## src/rtl/spi_pipe_pkg.sv

```systemverilog
package spi_pipe_pkg;
  localparam int DEF_ADDR_W = 7;
  localparam int DEF_DATA_W = 32;
  localparam int DEF_SYNC_STAGES = 2;

  // total bits in one frame: command (address + direction) then data
  function automatic int frame_bits(input int addr_w, input int data_w);
    return addr_w + 1 + data_w;
  endfunction
endpackage

```

## src/rtl/spi_pipe_sync.sv

```systemverilog
module spi_pipe_sync #(
  parameter int              W       = 1,
  parameter int              STAGES  = 2,
  parameter logic [W-1:0]    RST_VAL = '0
) (
  input  logic         clk,
  input  logic         rst_n,
  input  logic [W-1:0] din,
  output logic [W-1:0] dout
);
  logic [STAGES-1:0][W-1:0] pipe_q;

  always_ff @(posedge clk or negedge rst_n) begin
    if (!rst_n) begin
      for (int s = 0; s < STAGES; s++) pipe_q[s] <= RST_VAL;
    end else begin
      pipe_q[0] <= din;
      for (int s = 1; s < STAGES; s++) pipe_q[s] <= pipe_q[s-1];
    end
  end

  assign dout = pipe_q[STAGES-1];
endmodule

```

## src/rtl/spi_pipe_rx.sv

```systemverilog
module spi_pipe_rx #(
  parameter int FRAME_W = 40
) (
  input  logic               clk,
  input  logic               rst_n,
  input  logic               clear,
  input  logic               shift_en,
  input  logic               bit_in,
  output logic [FRAME_W-1:0] frame,
  output logic               full
);
  localparam int CNT_W = $clog2(FRAME_W + 1);
  localparam logic [CNT_W-1:0] LAST = CNT_W'(FRAME_W);

  logic [FRAME_W-1:0] frame_q, frame_d;
  logic [CNT_W-1:0]   cnt_q, cnt_d;

  assign full  = (cnt_q == LAST);
  assign frame = frame_q;

  always_comb begin
    frame_d = frame_q;
    cnt_d   = cnt_q;
    if (clear) begin
      cnt_d = '0;
    end else if (shift_en && !full) begin
      // first bit received ends up at bit 0 once the frame is full
      frame_d = {bit_in, frame_q[FRAME_W-1:1]};
      cnt_d   = cnt_q + 1'b1;
    end
  end

  always_ff @(posedge clk or negedge rst_n) begin
    if (!rst_n) begin
      frame_q <= '0;
      cnt_q   <= '0;
    end else begin
      frame_q <= frame_d;
      cnt_q   <= cnt_d;
    end
  end
endmodule

```

## src/rtl/spi_pipe_tx.sv

```systemverilog
module spi_pipe_tx #(
  parameter int CMD_W  = 8,
  parameter int DATA_W = 32
) (
  input  logic              clk,
  input  logic              rst_n,
  input  logic              load,
  input  logic [DATA_W-1:0] load_word,
  input  logic              shift_en,
  output logic              miso
);
  localparam int FRAME_W = CMD_W + DATA_W;

  logic [FRAME_W-1:0] sh_q, sh_d;
  logic               miso_q, miso_d;

  always_comb begin
    sh_d   = sh_q;
    miso_d = miso_q;
    if (load) begin
      // zeros line up with the command phase, the word with the data phase
      sh_d = {load_word, {CMD_W{1'b0}}};
    end else if (shift_en) begin
      miso_d = sh_q[0];
      sh_d   = {1'b0, sh_q[FRAME_W-1:1]};
    end
  end

  always_ff @(posedge clk or negedge rst_n) begin
    if (!rst_n) begin
      sh_q   <= '0;
      miso_q <= 1'b0;
    end else begin
      sh_q   <= sh_d;
      miso_q <= miso_d;
    end
  end

  assign miso = miso_q;
endmodule

```

## src/rtl/spi_pipe_target.sv

```systemverilog
module spi_pipe_target #(
  parameter int ADDR_W      = spi_pipe_pkg::DEF_ADDR_W,
  parameter int DATA_W      = spi_pipe_pkg::DEF_DATA_W,
  parameter int SYNC_STAGES = spi_pipe_pkg::DEF_SYNC_STAGES
) (
  input  logic              clk,
  input  logic              rst_n,
  input  logic              spi_sclk,
  input  logic              spi_cs_n,
  input  logic              spi_mosi,
  output logic              spi_miso,
  output logic              reg_wr_en,
  output logic              reg_rd_en,
  output logic [ADDR_W-1:0] reg_addr,
  output logic [DATA_W-1:0] reg_wdata,
  input  logic [DATA_W-1:0] reg_rdata
);
  localparam int CMD_W   = ADDR_W + 1;
  localparam int FRAME_W = spi_pipe_pkg::frame_bits(ADDR_W, DATA_W);

  // ---- input synchronisation and edge detection ----
  logic sclk_s, cs_s, mosi_s;
  logic sclk_d, cs_d;

  spi_pipe_sync #(.W(3), .STAGES(SYNC_STAGES), .RST_VAL(3'b110)) u_sync (
    .clk  (clk),
    .rst_n(rst_n),
    .din  ({spi_sclk, spi_cs_n, spi_mosi}),
    .dout ({sclk_s, cs_s, mosi_s})
  );

  always_ff @(posedge clk or negedge rst_n) begin
    if (!rst_n) begin
      sclk_d <= 1'b1;
      cs_d   <= 1'b1;
    end else begin
      sclk_d <= sclk_s;
      cs_d   <= cs_s;
    end
  end

  logic sclk_rise, sclk_fall, cs_fall, cs_rise;
  assign sclk_rise = sclk_s & ~sclk_d & ~cs_s;
  assign sclk_fall = ~sclk_s & sclk_d & ~cs_s;
  assign cs_fall   = ~cs_s & cs_d;
  assign cs_rise   = cs_s & ~cs_d;

  // ---- receive path ----
  logic [FRAME_W-1:0] rx_frame;
  logic               rx_full;

  spi_pipe_rx #(.FRAME_W(FRAME_W)) u_rx (
    .clk     (clk),
    .rst_n   (rst_n),
    .clear   (cs_fall),
    .shift_en(sclk_rise),
    .bit_in  (mosi_s),
    .frame   (rx_frame),
    .full    (rx_full)
  );

  logic [ADDR_W-1:0] f_addr;
  logic              f_rd;
  logic [DATA_W-1:0] f_data;
  logic              commit;
  assign f_addr = rx_frame[ADDR_W-1:0];
  assign f_rd   = rx_frame[ADDR_W];
  assign f_data = rx_frame[FRAME_W-1:CMD_W];
  assign commit = cs_rise & rx_full;

  // ---- control: next state ----
  logic [ADDR_W-1:0] ptr_q, ptr_d;
  logic              ptr_vld_q, ptr_vld_d;
  logic              wr_q, wr_d, rd_q, rd_d, load_q, load_d;
  logic [ADDR_W-1:0] addr_q, addr_d;
  logic [DATA_W-1:0] wdata_q, wdata_d;

  always_comb begin
    ptr_d     = ptr_q;
    ptr_vld_d = ptr_vld_q;
    wr_d      = 1'b0;
    rd_d      = 1'b0;
    load_d    = cs_fall;
    addr_d    = addr_q;
    wdata_d   = wdata_q;
    if (cs_fall) begin
      rd_d   = ptr_vld_q;
      addr_d = ptr_q;
    end
    if (commit) begin
      if (f_rd) begin
        ptr_d     = f_addr;
        ptr_vld_d = 1'b1;
      end else begin
        wr_d    = 1'b1;
        addr_d  = f_addr;
        wdata_d = f_data;
      end
    end
  end

  // ---- control: registers ----
  always_ff @(posedge clk or negedge rst_n) begin
    if (!rst_n) begin
      ptr_q     <= '0;
      ptr_vld_q <= 1'b0;
      wr_q      <= 1'b0;
      rd_q      <= 1'b0;
      load_q    <= 1'b0;
      addr_q    <= '0;
      wdata_q   <= '0;
    end else begin
      ptr_q     <= ptr_d;
      ptr_vld_q <= ptr_vld_d;
      wr_q      <= wr_d;
      rd_q      <= rd_d;
      load_q    <= load_d;
      addr_q    <= addr_d;
      wdata_q   <= wdata_d;
    end
  end

  // ---- transmit path ----
  logic [DATA_W-1:0] tx_word;
  assign tx_word = rd_q ? reg_rdata : '0;

  spi_pipe_tx #(.CMD_W(CMD_W), .DATA_W(DATA_W)) u_tx (
    .clk      (clk),
    .rst_n    (rst_n),
    .load     (load_q),
    .load_word(tx_word),
    .shift_en (sclk_fall),
    .miso     (spi_miso)
  );

  assign reg_wr_en = wr_q;
  assign reg_rd_en = rd_q;
  assign reg_addr  = addr_q;
  assign reg_wdata = wdata_q;
endmodule

```

## config.mk

```make
export PLATFORM = sky130hd
export DESIGN_NAME = spi_pipe_target
export DESIGN_NICKNAME = d
export VERILOG_FILES = /design/src/rtl/spi_pipe_pkg.sv /design/src/rtl/spi_pipe_sync.sv /design/src/rtl/spi_pipe_rx.sv /design/src/rtl/spi_pipe_tx.sv /design/src/rtl/spi_pipe_target.sv
export SDC_FILE = /design/constraint.sdc
export NUM_CORES = 1
export LEC_CHECK = 0
export ABC_AREA = 0
export BUFFER_PORTS_ARGS = -buffer_cell sky130_fd_sc_hd__buf_2
export CORE_MARGIN = 1.5
export CORE_UTILIZATION = 30
export CTS_CLUSTER_SIZE = 24
export DETAILED_ROUTE_END_ITERATION = 10
export GPL_TIMING_DRIVEN = 0
export PLACE_DENSITY_LB_ADDON = 0.3
export SYNTH_ARGS = -nofsm -noshare
export SYNTH_HDL_FRONTEND = slang
export SYNTH_SLANG_ARGS = --single-unit
```

## constraint.sdc

```tcl
create_clock -name clk -period 3.04 [get_ports clk]
set_input_delay 0.152 -clock clk [delete_from_list [all_inputs] [get_ports clk]]
set_output_delay 0.152 -clock clk [all_outputs]
set_load 0.05 [all_outputs]
```

## Yosys cells after proc, flatten, opt, wreduce, memory -nomap -nowiden

Index checks and enable logic that the tools add are counted.
W data, S select, Z words.

- Register bits: 145
- Input port bits: 37
- Output and inout bits: 42
- Word-level logic and storage cells: 50

- Add/sub/neg operators: 1
- Equal/unequal tests: 1
- Mux-type cells: 11
- Bitwise gates (word level): 14
- Reduce and logical (&&, ||, !) cells: 8

Operators by type and width:

| operator | count |
|---|---|
| $mux W40 | 2 |
| $mux W32 | 1 |
| $mux W7 | 3 |
| $mux W6 | 2 |
| $reduce_and A2 Y1 | 4 |
| $and A1 B1 Y1 | 7 |
| $not A1 Y1 | 7 |
| $add A6 B1 Y6 const B | 1 |
| $eq A6 B6 Y1 const B | 1 |
| $reduce_bool A2 Y1 | 2 |
| $mux W1 | 3 |
| $logic_and A1 B1 Y1 | 1 |
| $logic_not A1 Y1 | 1 |

## Depth between registers and ports, before layout

Gate-level depths: netlist of run 1.

- Depth after elaboration: 6
- Depth in mapped cells: 6
- Gate-level depth less buffers: 5

## Cells and area by module

A second synthesis of run 1 with hierarchy kept.

- Cells, all modules: 465
- Area, all modules: 6219.7 sq um

Modules (own cells, without submodules):

| module | instances | cells each | area each (sq um) | sequential area each (sq um) |
|---|---|---|---|---|
| spi_pipe_target | 1 | 162 | 2254.7 | 1303.8 |
| spi_pipe_tx | 1 | 168 | 1900.6 | 1026.0 |
| spi_pipe_rx | 1 | 126 | 1886.8 | 1151.1 |
| spi_pipe_sync | 1 | 9 | 177.7 | 155.1 |

## Worst setup path before layout of run 1

No wires, ideal clock.

- Path type: reg-to-reg
- Start point: register u_sync.pipe_q (netlist bit u_sync.dout[2])
- End point: register u_rx.frame_q[29], in the netlist u_rx.frame[29]
- Setup time: 0.125 ns
- Data arrival time: 1.774 ns
- Required time: 2.915 ns
- Path slack: 1.142 ns
- Stages on the path, launching flop included: 5
- Path buffers: 1
- Period minus slack after synthesis: 1.898 ns
- Cell sequence: dfstp_2 -> or3b_1 -> a211oi_2 -> buf_4 -> mux2_2

- Longest elaborated chain between the ends: 4

RTL lines:

| what | RTL line | source |
|---|---|---|
| start: declaration | spi_pipe_sync.sv:11 | `logic [STAGES-1:0][W-1:0] pipe_q;` |
| $and A1 B1 Y1 (2 in a row) | spi_pipe_target.sv:43 | `assign sclk_rise = sclk_s & ~sclk_d & ~cs_s;` |
| $logic_and A1 B1 Y1 | spi_pipe_rx.sv:26 | `end else if (shift_en && !full) begin` |
| $reduce_and A2 Y1 (no source line) | -- |  |
| end signal: assignment | spi_pipe_rx.sv:38 | `frame_q <= frame_d;` |
| end: declaration | spi_pipe_rx.sv:15 | `logic [FRAME_W-1:0] frame_q, frame_d;` |

Every way passes these cells.
A chain may end at the register's enable or synchronous reset.

## Worst setup path in the final report of run 1

- Start point: register u_sync.pipe_q (netlist bit u_sync.dout[2])
- End point: register u_rx.frame_q[20], in the netlist u_rx.frame[20]

Same word-level chain as after synthesis.

==> flow_summary.yaml, run 1 <==
floorplan:
  num_rows: 50
  core_area_sq_um: 18640
  die-height_um: 140.8
  ios: 79
  die_w_um: 140.8
  dieArea_sq_um: 19820
  floorplan.initialDensity_pct: 30.54
routing:
  post_drt_wl_per_cell_um: 15.69
  ant_nets: 0
  viasPerCell: 4.810
  num_vias: 3492
  drt-initial-drc-count: 158
  drt_wl_total_mm: 11.39
  drc: 0
  drt_pass1_iterations: 4
clocking:
  post_cts_buffers: 0
  clk_latency_ns: 0.42
  clkSinkCount: 145
  cts_buffers: 17
  clockRootBuffer: "clkbuf_16"
  cts_buffer_depth: 2
  cts_max_level: 4
  cts_tree: "built"
  clk_pin_slew_ns: 0.06
synth:
  synth_warnings: 0
  synth_flop_cell: "dfrtp_1"
  synth.distinct_cells: 31
  synthSimpleGateAreaFrac_pct: 4.768
  synth_top_area_cell: "dfrtp_1"
  synthAdderAreaFrac_pct: 0.4395
  synth_top_family_by_area: "multiplexers"
  synth_compound_area_share_pct: 7.822
  synth_seq_area_share_pct: 63.85
  synth.avg_cell_area_sq_um: 15.14
  yosysTopAreaCellShare_pct: 61.09
  muxShareOfSynthArea_pct: 20.92
  syn_nets: 415
  synth_seq_cells: 145
  synth_edf_count: 0
  netlist_top_cells_count: "dfrtp_1, mux2_2, and3_1"
  netlist_instances: 376
  async_flop_share_pct: 100.0
  synthXorXnorAreaFrac_pct: 0
  syn_area_sq_um: 5694
  synth_most_common_cell: "dfrtp_1"
  synth_area_leaders: "dfrtp_1, mux2_2, a221o_1, a22o_1, dfstp_2"
setup_path:
  crit_fanout: 10
  crit_path_start_kind: "flip-flop"
  r2r_slack_ns: 0.86
  reg2reg_depth: 4
  rr_startpoint: "u_sync.dout[2]$_DFF_PN1_"
  endpoint_kind: "flip-flop"
  critPathKind: "reg2reg"
  cp-startpoint: "u_sync.dout[2]$_DFF_PN1_"
  worstSetupEndpoint: "u_rx.frame[20]$_DFFE_PN0P_"
  r2r_end: "u_rx.frame[20]$_DFFE_PN0P_"
  cp_data_arrival_time_ns: 2.48
  required_ns: 3.34
worst_hold_path:
  hold_class: "in2reg"
  whs_path_depth: 3
finish:
  antenna_cells: 0
  seqCellArea_sq_um: 3636
  stdcell_area_sq_um: 7064
  drive_gt1_share_pct: 44.51
  area_growth_pct: 24.06
  multi_input_comb_area_sq_um: 1933
  final_nets: 518
  num-fill-cells: 1777
sta:
  period_needed_ns: 2.181
  worst_pin_slew_ns: 0.6319
  drv_slew: 0
  finClkSkew_ns: 0.01514
  rsz0062_at_grt: "false"
  finalSetupViolCount: 0
  finalCritPeriodShare_pct: 71.75
  finalHoldViolCount: 0
  fmax_mhz: 458.5
  slew_headroom_pct: 57.87
run_status:
  status: "completed"
place:
  routabilityCongestion: 0.7521
  dp_hpwl_mm: 7.558
  dpl-instance-area_sq_um: 6411
  port_buffers: 78
power:
  power_mw: 4.297
  leakagePower_nw: 3.701
  power.density_nw_per_um2: 608.3
  ir_drop_mv: 0.3791
global_route:
  grt_pass1_vias: 3666
  gr-total-overflow: 0
  antenna_found_initial: 0
  grt_start_max_net_pins: 90
  track_usage_pct: 12.47
  grt_pass1_wl_mm: 19.29
job:
  maxCapViolCount: 0
-- logic make-up after synthesis --
logic type | count (synthesis)
flip-flops | 145
multiplexers | 106
AO/OA/AOI/OAI | 51
AND/OR/NAND/NOR | 44
buffers and inverters | 28
adder cells (fa/ha/maj) | 2
-- state kept, by name, indices dropped and copies added (netlist names) --
register / flops
u_rx.cnt_q: 6
reg_rd_en: 1
ptr_vld_q: 1
u_rx.frame: 40
sclk_d: 1
reg_wr_en: 1
u_tx.miso: 1
ptr_q: 7
u_tx.sh_q: 40
cs_d: 1
reg_wdata: 32
u_sync.dout: 3
u_sync.pipe_q: 3
load_q: 1
reg_addr: 7
-- layer usage --
metal  up-vias  global-route usage [%]  share of wire [%]
met5         -                       0                  0
met2        98                   18.98                 46
met4         0                   5.099               0.97
li1       1601                       -                  -
met3        14                   4.450                6.1
met1      1779                   16.17                 47
-- worst min-delay path by stage --
stage	startpoint	slack, ns	endpoint
floorplan	rst_n	-0.14	load_q$_DFF_PN0_
global placement	spi_sclk	0.26	u_sync.pipe_q[2]$_DFF_PN1_
detailed placement	rst_n	0.16	u_tx.sh_q[17]$_DFFE_PN0P_
CTS	reg_rdata[8]	0.06	u_tx.sh_q[16]$_DFFE_PN0P_
global route	reg_rdata[16]	0.08	u_tx.sh_q[24]$_DFFE_PN0P_
finish	reg_rdata[8]	0.09	u_tx.sh_q[16]$_DFFE_PN0P_
-- final cells by class --
cell class | count | area share (%)
Multi-Input combinational cell | 203 | 27.36
Clock buffer | 20 | 6.465
Inverter | 5 | 0.2657
Timing Repair Buffer | 84 | 6.713
Clock inverter | 12 | 2.072
Sequential cell | 145 | 51.47
Buffer | 23 | 1.505
Tap cell | 234 | 4.145
-- timing repair --
item,CTS,global route
hold endpoints to repair,60,0
hold buffers,5,0
gates resized for setup,0,0
-- per-stage QoR --
stage          setup slack, ns  utilization, %  TNS [ns]  hold slack (ns)  std cells
2_1_floorplan            1.142               -         0          -0.1436        376
3_3_place_gp           -0.2023           34.21    -25.96           0.2607        688
3_5_place_dp            0.8530           34.39         0           0.1565        689
4_1_cts                 0.8463           37.89         0          0.06176        726
5_1_grt                 0.7450           37.89         0          0.07934        726
6_report                0.8589           37.89         0          0.09052        726
-- worst max-delay path, stage by stage (launching register included) --
cell and delay (ns):
dfstp_2 0.57, or3b_1 0.46, a211oi_2 0.40, buf_4 0.27, mux2_2 0.35
-- power by group --
| group | switching (mW) | leakage, nW | internal (mW) | total [mW] |
|---|---|---|---|---|
| Combinational | 0.100 | 1.42 | 0.0755 | 0.176 |
| Sequential | 0.0360 | 1.99 | 1.98 | 2.02 |
| Clock | 0.831 | 0.291 | 1.27 | 2.10 |
| Total | 0.968 | 3.70 | 3.33 | 4.30 |
-- cells in the final DEF, fill, tap and decap left out, types with 3 or more instances in the layout --
cell	instances
nand2_1	7
dlygate4sd3_1	5
mux2_1	11
clkbuf_16	17
mux2_2	93
dfstp_2	6
dfrtp_1	139
clkbuf_1	16
a221o_1	21
a22o_1	19
buf_2	81
and3_1	22
buf_4	4
inv_6	3
inv_1	5
a21oi_1	6
(Power assumes the default switching activity.)
==> run 2, diff against run 1 <==
--- a/config.mk
+++ b/config.mk
@@ -5,7 +5,7 @@
 export SDC_FILE = /design/constraint.sdc
 export NUM_CORES = 1
 export LEC_CHECK = 0
-export ABC_AREA = 0
+export ABC_AREA = 1
 export BUFFER_PORTS_ARGS = -buffer_cell sky130_fd_sc_hd__buf_2
 export CORE_MARGIN = 1.5
 export CORE_UTILIZATION = 30
==> constraint.sdc (replaced) <==
create_clock -name clk -period 1.9 [get_ports clk]
set_input_delay 0.095 -clock clk [delete_from_list [all_inputs] [get_ports clk]]
set_output_delay 0.095 -clock clk [all_outputs]
set_load 0.05 [all_outputs]
==> flow_summary.yaml, run 2 <==
run_status:
  status: "completed"
floorplan:
  floorplan.initialDensity_pct: 30.43
  ios: 79
  core_area_sq_um: 19330
  num_rows: 51
  dieArea_sq_um: 20460
  die-height_um: 143.0
  die_w_um: 143.0
sta:
  finalCritPeriodShare_pct: 88.50
  setup_slack_ns: 0.2185
  period_needed_ns: 1.682
  tns_ns: 0
  fmax_mhz: 594.7
  slew_headroom_pct: 56.38
  drv_slew: 0
  finalSetupViolCount: 0
  finalHoldViolCount: 0
  rsz0062_at_grt: "false"
  finClkSkew_ns: 0.01027
  worst_pin_slew_ns: 0.6544
place:
  pre_cts_slack_ns: 0.1990
  dp_hpwl_mm: 8.778
  routabilityCongestion: 0.7660
  port_buffers: 78
global_route:
  track_usage_pct: 14.46
  gr-total-overflow: 0
  grt_pass1_vias: 4500
  grt_start_max_net_pins: 80
  antenna_found_initial: 0
  grt_pass1_wl_mm: 22.98
clocking:
  clk_latency_ns: 0.42
  cts_buffer_depth: 2
  clk_pin_slew_ns: 0.06
  cts_max_level: 4
  cts_buffers: 17
  clockRootBuffer: "clkbuf_16"
  post_cts_buffers: 0
  cts_tree: "built"
  clkSinkCount: 145
power:
  power_mw: 7.041
  ir_drop_mv: 0.5777
  leakagePower_nw: 3.947
  power.density_nw_per_um2: 930.5
job:
  maxCapViolCount: 0
routing:
  num_vias: 4706
  drc: 0
  post_drt_wl_per_cell_um: 12.88
  ant_nets: 0
  drt-initial-drc-count: 277
  drt_wl_total_mm: 13.84
  viasPerCell: 4.378
  drt_pass1_iterations: 4
setup_path:
  crit_slowest_cell: "dfstp_2"
  cp_data_arrival_time_ns: 2.03
  crit_path_start_kind: "flip-flop"
  r2r_slack_ns: 0.22
  crit_chain: "inv_1 > nand2_1 > buf_2 > buf_1 > nand3_1 > nand2_1"
  critPathKind: "reg2reg"
  endpoint_kind: "flip-flop"
  cpPeakStageDelay_ns: 0.56
  crit_fanout: 10
  required_ns: 2.25
  critPathMostFrequentCell: "nand2_1"
synth:
  syn_nets: 704
  synth_most_common_cell: "nand2_1"
  synth_flop_cell: "dfrtp_1"
  synth_seq_area_share_pct: 61.80
  syn_area_sq_um: 5883
  synth_top_area_cell: "dfrtp_1"
  synth_edf_count: 0
  netlist_instances: 665
  async_flop_share_pct: 100.0
  synth_area_leaders: "dfrtp_1, nand2_1, nand3_1, dfstp_2, inv_1"
  synth_seq_cells: 145
  yosysTopAreaCellShare_pct: 59.12
  netlist_top_cells_count: "nand2_1, dfrtp_1, nand3_1"
  synth.distinct_cells: 23
  synth.avg_cell_area_sq_um: 8.847
  synth_warnings: 0
finish:
  drive_gt1_share_pct: 17.53
  final_cell_mix: "nand2_1, dfrtp_1, buf_2, nand3_1, dlygate4sd3_1"
  area_growth_pct: 28.63
  final_nets: 837
  num-fill-cells: 1950
  final_common_cell: "nand2_1"
  antenna_cells: 0
worst_hold_path:
  hold_class: "in2reg"
==> run 2: cell count changes in the layout (fill, tap and decap cells not counted), moves of 19 or more <==
cell,delta
and3_1,-22
inv_1,+28
mux2_2,-93
a22o_1,-19
nand3_1,+63
dlygate4sd3_1,+30
nand2_1,+300
a221o_1,-21
nor2_1,+19
==> run 2: worst max-delay path, delay by kind of cell, from the launching register on <==
| family | cells | cell delay, ns |
|---|---|---|
| buf+inv | 3 | 0.72 |
| flops | 1 | 0.56 |
| simple gates | 3 | 0.32 |
==> run 2: cell type report <==
| type | instances | area, sq um | share of cell area, % |
|---|---|---|---|
| clock inverter | 10 | 127.6 | 1.687 |
| timing repair buffer | 114 | 774.5 | 10.23 |
| clock buffer | 21 | 450.4 | 5.952 |
| buffer | 36 | 200.2 | 2.646 |
| multi-input combinational | 448 | 1912 | 25.26 |
| sequential | 145 | 3636 | 48.05 |
| tap | 265 | 331.6 | 4.382 |
| inverter | 36 | 135.1 | 1.786 |
==> run 2: timing repair <==
item,4_1_cts,5_1_grt
hold endpoints to repair,100,0
hold buffers,35,0
gates resized for setup,0,0
==> run 2: where the power goes <==
part	internal [mW]	total (mW)	switching (mW)
sequential	3.22	3.31	0.0816
clock	1.98	3.32	1.34
combinational	0.170	0.417	0.247
total	5.38	7.04	1.66
==> run 2: through the flow <==
stage	utilization, %	cells	instance area, sq um	hold slack [ns]
after floorplan	-	665	5883	-0.2006
after global placement	34.16	1008	6605	0.2078
after detailed placement	34.34	1009	6639	0.1335
after CTS	39.14	1075	7567	0.03991
after global routing	39.14	1075	7567	0.05142
final	39.14	1075	7567	0.03157
==> run 2: logic make-up after synthesis <==
kind of cell	Yosys count	synth area share, %
AND/OR/NAND/NOR	398	27.20
flip-flops	145	61.80
buffers and inverters	72	5.700
AO/OA/AOI/OAI	46	4.572
XOR/XNOR	2	0.2978
adder cells (fa/ha/maj)	2	0.4253
==> run 2: final timing paths <==
path                                                 start                    endpoint  cells past startpoint
min in group asynchronous                            rst_n   u_tx.sh_q[38]$_DFFE_PN0P_                      2
worst max-delay path              u_sync.dout[1]$_DFF_PN1_  u_rx.frame[31]$_DFFE_PN0P_                      6
max in group asynchronous                            rst_n    reg_wdata[3]$_DFFE_PN0P_                      3
worst max register to register    u_sync.dout[1]$_DFF_PN1_  u_rx.frame[31]$_DFFE_PN0P_                      6
worst min register to register  u_sync.pipe_q[0]$_DFF_PN0_    u_sync.dout[0]$_DFF_PN0_                      0
worst min-delay path                         reg_rdata[10]   u_tx.sh_q[18]$_DFFE_PN0P_                      5
==> run 2: metal layers <==
layer	share of wire, %	vias to the layer above	global-route usage, %	routed length (um)
li1	-	2369	-	-
met1	51	2229	20.82	7017
met2	43	96	21.05	5975
met3	5.3	12	4.292	739
met4	0.81	0	3.961	112
met5	0	-	0	0
